===== src/rtl/e1crc_pkg.sv =====
package e1crc_pkg;

  // Per-bit strobes that the position decoder hands to the datapath.
  typedef struct packed {
    logic shift;    // accept this bit into the remainder
    logic clear;    // first bit of a sub-multiframe: start from zero
    logic zeroBit;  // check-bit position: counts as zero in the remainder
    logic capC;     // capture a received check bit
    logic latch;    // last bit of a sub-multiframe: store the remainder
    logic compare;  // fourth check bit: compare with the stored remainder
    logic toSlot2;  // comparison reports on the second sub-multiframe
    logic eSlot;    // far-end E bit position
  } crcStrobes_t;

endpackage


===== src/rtl/crc4_datapath.sv =====
module crc4_datapath
  import e1crc_pkg::*;
#(
  parameter int CNT_W = 16
) (
  input  logic             clk,
  input  logic             rstN,
  input  logic             rxData,
  input  crcStrobes_t      strb,
  output logic             eBit1,
  output logic             eBit1Valid,
  output logic             eBit2,
  output logic             eBit2Valid,
  output logic             crcErr,
  output logic [CNT_W-1:0] errCount,
  output logic             farEndErr,
  output logic             pendValid
);

  localparam int               CRC_W   = 4;
  localparam logic [CRC_W-1:0] POLY_LO = 4'b0011;   // x + 1 terms of x^4+x+1
  localparam logic [CNT_W-1:0] CNT_MAX = '1;

  logic [CRC_W-1:0] crcReg;
  logic [CRC_W-1:0] crcSeed;
  logic [CRC_W-1:0] crcNext;
  logic [CRC_W-1:0] pendCrc;
  logic [CRC_W-2:0] rxC;
  logic [CRC_W-1:0] rxWord;
  logic             dIn;
  logic             fb;
  logic             match;
  logic             doCheck;

  assign crcSeed = strb.clear ? '0 : crcReg;
  assign dIn     = strb.zeroBit ? 1'b0 : rxData;
  assign fb      = crcSeed[CRC_W-1] ^ dIn;
  assign crcNext = {crcSeed[CRC_W-2:0], 1'b0} ^ (fb ? POLY_LO : '0);

  assign rxWord  = {rxC, rxData};
  assign match   = (rxWord == pendCrc);
  assign doCheck = strb.compare && pendValid;

  // Remainder register and stored remainder of the last full sub-multiframe
  always_ff @(posedge clk) begin
    if (!rstN) begin
      crcReg    <= '0;
      pendCrc   <= '0;
      pendValid <= 1'b0;
      rxC       <= '0;
    end else begin
      if (strb.shift) begin
        crcReg <= crcNext;
      end
      if (strb.latch) begin
        pendCrc   <= crcNext;
        pendValid <= 1'b1;
      end
      if (strb.capC) begin
        rxC <= {rxC[CRC_W-3:0], rxData};
      end
    end
  end

  // Result routing to the E-bit slots, error pulse and counter
  always_ff @(posedge clk) begin
    if (!rstN) begin
      eBit1      <= 1'b1;
      eBit2      <= 1'b1;
      eBit1Valid <= 1'b0;
      eBit2Valid <= 1'b0;
      crcErr     <= 1'b0;
      errCount   <= '0;
      farEndErr  <= 1'b0;
    end else begin
      eBit1Valid <= 1'b0;
      eBit2Valid <= 1'b0;
      crcErr     <= 1'b0;
      farEndErr  <= strb.eSlot && !rxData;
      if (doCheck) begin
        crcErr <= !match;
        if (strb.toSlot2) begin
          eBit2      <= match;
          eBit2Valid <= 1'b1;
        end else begin
          eBit1      <= match;
          eBit1Valid <= 1'b1;
        end
        if (!match && (errCount != CNT_MAX)) begin
          errCount <= errCount + 1'b1;
        end
      end
    end
  end

endmodule


===== config.mk =====
export PLATFORM = sky130hd
export DESIGN_NAME = crc4_datapath
export DESIGN_NICKNAME = d
export VERILOG_FILES = /design/src/rtl/e1crc_pkg.sv /design/src/rtl/crc4_datapath.sv
export SDC_FILE = /design/constraint.sdc
export NUM_CORES = 1
export LEC_CHECK = 0
export ABC_AREA = 1
export ABC_CLOCK_PERIOD_IN_PS = 1500
export BUFFER_PORTS_ARGS = -buffer_cell sky130_fd_sc_hd__buf_2
export CAP_MARGIN = 20
export CELL_PAD_IN_SITES_DETAIL_PLACEMENT = 0
export CELL_PAD_IN_SITES_GLOBAL_PLACEMENT = 1
export CORE_MARGIN = 4
export CORE_UTILIZATION = 30
export DETAILED_ROUTE_END_ITERATION = 6
export PLACE_DENSITY_LB_ADDON = 0.1
export RECOVER_POWER = 50
export SYNTH_ARGS = -nofsm -noshare
export SYNTH_HDL_FRONTEND = slang
export SYNTH_SLANG_ARGS = --single-unit

===== constraint.sdc =====
create_clock -name clk -period 1.5 [get_ports clk]
set_clock_uncertainty 0.05 [all_clocks]
set_input_delay 0.3 -clock clk [delete_from_list [all_inputs] [get_ports clk]]
set_output_delay 0.3 -clock clk [all_outputs]
set_load 0.05 [all_outputs]

; ---- After elaboration in Yosys (flattened, before gate mapping)
; Index checks and enable logic that the tools add are counted.
[classes]
eq_ne = 2
add_sub_neg = 1
mux = 5
reduce_logical = 9
n_bitwise = 3
[op_table]
columns = op, count
row1 = "16-bit by 1-bit adder with 16-bit output, second input constant", 1
row2 = "16-bit != test, second input constant", 1
row3 = 2-bit AND reduction, 4
row4 = 4-bit == test, 1
row5 = 4-bit two-way mux, 1
row6 = 4-bit by 2-bit XOR with 4-bit output, 1
row7 = 1-bit logical AND, 3
row8 = 1-bit two-way mux, 3
row9 = 1-bit logical NOT, 2
row10 = 2-bit two-way mux, 1
row11 = 1-bit NOT, 1
row12 = 1-bit XOR, 1
[word_totals]
input_bits = 11
ff_bits = 34
wordCells = 31
output_inout_bits = 23

; ---- Depth between registers and ports, before layout
[logic_depth]
depth_word = 4
depth_mapped = 10
mapped_depth_nobuf = 9

; ---- Least setup slack after synthesis
; Ideal clock, no wire load.
[synth_path]
kind = flip-flop to flip-flop
start = register errCount[0]
end = register errCount[3]
setup_time_ns = 0.128
required_ns = 1.322
arrival_ns = 1.638
path_slack_ns = -0.316
period_less_slack_ns = 1.816
path_stages_with_launch = 10
n_path_buf = 1
path_cell_list = dfxtp_1 ha_1 nand3_1 nor2_2 nand2_4 buf_6 nand3_1 nand2_1 nand2_1 nor2_1
[synth_via]
elab_chain_len = 3
word_cells_on_any_way = 4
classes_between = add/sub (1) / eq/ne (1) / reduce/logical (2)
[synth_rtl]
columns = item, line_no
row1 = from (decl), crc4_datapath.sv:15  ; output logic [CNT_W-1:0] errCount,
row2 = from (signal assigned), crc4_datapath.sv:90  ; errCount <= errCount + 1'b1;
row3 = "parallel branches: the longest is 3 deep, another holds 16-bit by 1-bit adder with 16-bit output", -
; Parallel ways; which one is timed is not known.
; A chain may end at the register's enable or synchronous reset.

; ---- Final worst setup path
[layout_path]
start = register errCount[0]
end = output port errCount[0]
; No word-level cell between the ends.

==> reports/qor.txt <==
Yosys top cell by area = dfxtp_1
Final min period = 1.39 ns
layout cells sized above 1 = 30.5%
number of synthesized flops with an enable pin = 0
die area = 0.00733 mm^2
clock sink count = 34
Core ar. = 0.00589 mm^2
WP data required = 1.15 ns
Max IR drop VDD = 0.379 mV
largest net degree at the start of global routing = 29
Synthesis Warnings = 0
CP startpoint kind = flip-flop
DPL Wire Length = 3240 um
DRC errors left = 0
flops & latches, synth = 34
period utilisation layout = 92.5%
ANT nets after route = 0
Avg Inst Size Synth = 6.43 um^2
total number of vias = 1789
die width = 85.6 um
synth unique cells = 26
Area contributors post-synth = dfxtp_1, nand2_1, nor2_1
Setup crit end kind = output pin
met1 usage = 18.4%
postcts setup bufs = 0
critical-path cell list = buf_4, buf_2
Clock transition at path regs = 0.08 ns
Syn Inst Count = 281
Congestion Overflow GR = 0
row count = 28
synth cell count leaders = nand2_1, nor2_1, inv_1, dfxtp_1, nand3_1
Placed Area = 0.00211 mm^2
clock network fraction of design power = 45.4%
port bufs = 33
DRT iter0 DRCs = 88
top_reg_cell synth = dfxtp_1
Sw Ratio = 25.4%
Hold Buf Count CTS = 0
vias in the first global route = 1576
Overall Power = 2220 uW
kind of critical path = flip-flop to output pin
post-route insts no fill = 400
outcome = complete, no violations
# nets final = 336
clock buffer depth = 2
most numerous cell in the Yosys netlist = nand2_1
vias per inst = 4.47
worst min path class = input port to flip-flop
Inserted Clock Buffers = 5
CP max stage delay = 0.36 ns
fillers = 655
PwrDens = 948 mW/mm^2
sequential fraction of the synthesis area = 37.6%
ys async rst share = 0%
critical path arrival = 1.04 ns
Synthesized Nets = 293
Placed Cells = 390
Reg power frac = 42.8%
worst skew pair latency = 0.29 ns
Comb pwr share = 11.7%
Final Hold Vio Count = 0
crit path max fanout = 4
WL/cell = 11.5 um
first-pass GRT wire length = 7610 um
Die Ht = 85.6 um
RSZ-0062 raised after global routing = true
io pins = 34
synth-to-layout area growth = 29.3%
Pleak = 0.00114 uW
utilization after layout = 39.7%
P_sw = 563 uW
RD Place Congestion = 0.764
Max H-tree Level = 2
post-synth top area share = 37.6%
initial antenna violation count = 0
Post-Route WL = 4610 um
gr usage total = 13.1%
GR met3 Demand/Resource = 3.75%
Least-Margin Pin Slew = 0.502 ns
Slowest cell on crit path = dfxtp_4
Root Buffer = clkbuf_8
busiest grt layer = met2
internal power = 1650 uW
fmax = 0.721 GHz
CTS tree = built
Max-Cap Viols = 0
met2 Use GR = 19.4%
endpoints failing setup = 0
initial core utilization = 30.7%
Max-slew headroom = 66.5%
final design instance area without fill = 0.00234 mm^2
fin. max-slew vios = 0
# diodes = 0
Crit path buffers/inverters = 2
DRT Pass-1 Iters = 4
Cell Area, Synth = 0.00181 mm^2
Worst path top cell family by delay = buffers and inverters
## final timing paths
check | from | endpoint | slack, ns | cells past startpoint
worst max register to register | errCount[1] | errCount[8] | 0.13 | 8
worst max-delay path | errCount[0] | errCount[0] | 0.11 | 2
worst min-delay path | strb[1] | eBit1Valid | 0.14 | 2
worst min register to register | pendValid | pendValid | 0.43 | 2
## cell families after synthesis
group	count (synthesis)	share of synthesized area [%]
flops	34	37.6
buf+inv	58	13.3
simple gates	164	40.8
fa+ha+maj	1	0.692
compound gates	22	6.64
xor+xnor	2	0.969
## power by group through the flow
stage                     clock network [uW]  logic, uW  registers, uW
after CTS                               1030        250            951
after floorplan                            0        137           1010
after global routing                    1070        294            953
after global placement                     0        250            972
final                                   1010        260            949
after detailed placement                   0        249            973
## registers in the layout, summed over array words and instances (netlist names), 3 cells and up
name and count:
crcReg 4, errCount 16, pendCrc 4, rxC 3
## what timing repair did
item / CTS / global route
setup endpoints to repair: 1 / 16
pin swaps: 1 / 5
cloned: 1 / 1
gates resized for setup: 0 / 16
## cell type report
type | count | area (um^2) | share of cell area [%]
clock buffer | 7 | 108 | 4.60
clock inverter | 1 | 30.0 | 1.28
inverter | 50 | 188 | 8.03
multi-input combinational | 191 | 973 | 41.6
sequential | 34 | 712 | 30.5
tap | 75 | 93.8 | 4.01
timing repair buffer | 42 | 233 | 9.96
## worst reg2reg max path, cell delays in order (launching register included)
cell      delay, ns
dfxtp_4        0.38
ha_4           0.14
nand3_4        0.09
nor2_4         0.20
nand2_4        0.12
nand3b_1       0.13
nand2_1        0.06
nand2_1        0.05
nor2_1         0.03
## metrics by stage
step                      hold slack (ns)  setup WS (ns)  setup TNS [ns]
after global routing                0.145        -0.0219         -0.0594
after floorplan                     0.322        0.00858               0
after global placement              0.419         0.0383               0
final                               0.140          0.113               0
after CTS                           0.131        -0.0109         -0.0199
after detailed placement            0.423       -0.00466        -0.00466
## layer usage
metal / routed length, um / vias to the layer above
met5: 0 / -
met3: 221 / 5
met1: 2400 / 784
met2: 1940 / 44
met4: 45 / 0
li1: - / 956
## cells in the final DEF (no fill, tap or decap), types with 3 or more instances in the layout
cell      Yosys  layout
nand2_4       2       3
nor2_2        9       7
o21ai_0       8       9
inv_2         6       6
nand4_1      11      11
nand2_2       4       4
a21oi_1      10      10
dfxtp_2       0      13
clkinv_1      3       3
dfxtp_1      34      17
clkbuf_8      0       6
nand2_1      74      74
buf_2         3      32
nor2_4        2       6
inv_1        41      41
nor2_1       43      41
dfxtp_4       0       4
nand3_1      17      15
buf_4         1       8
(Power assumes the default switching activity.)
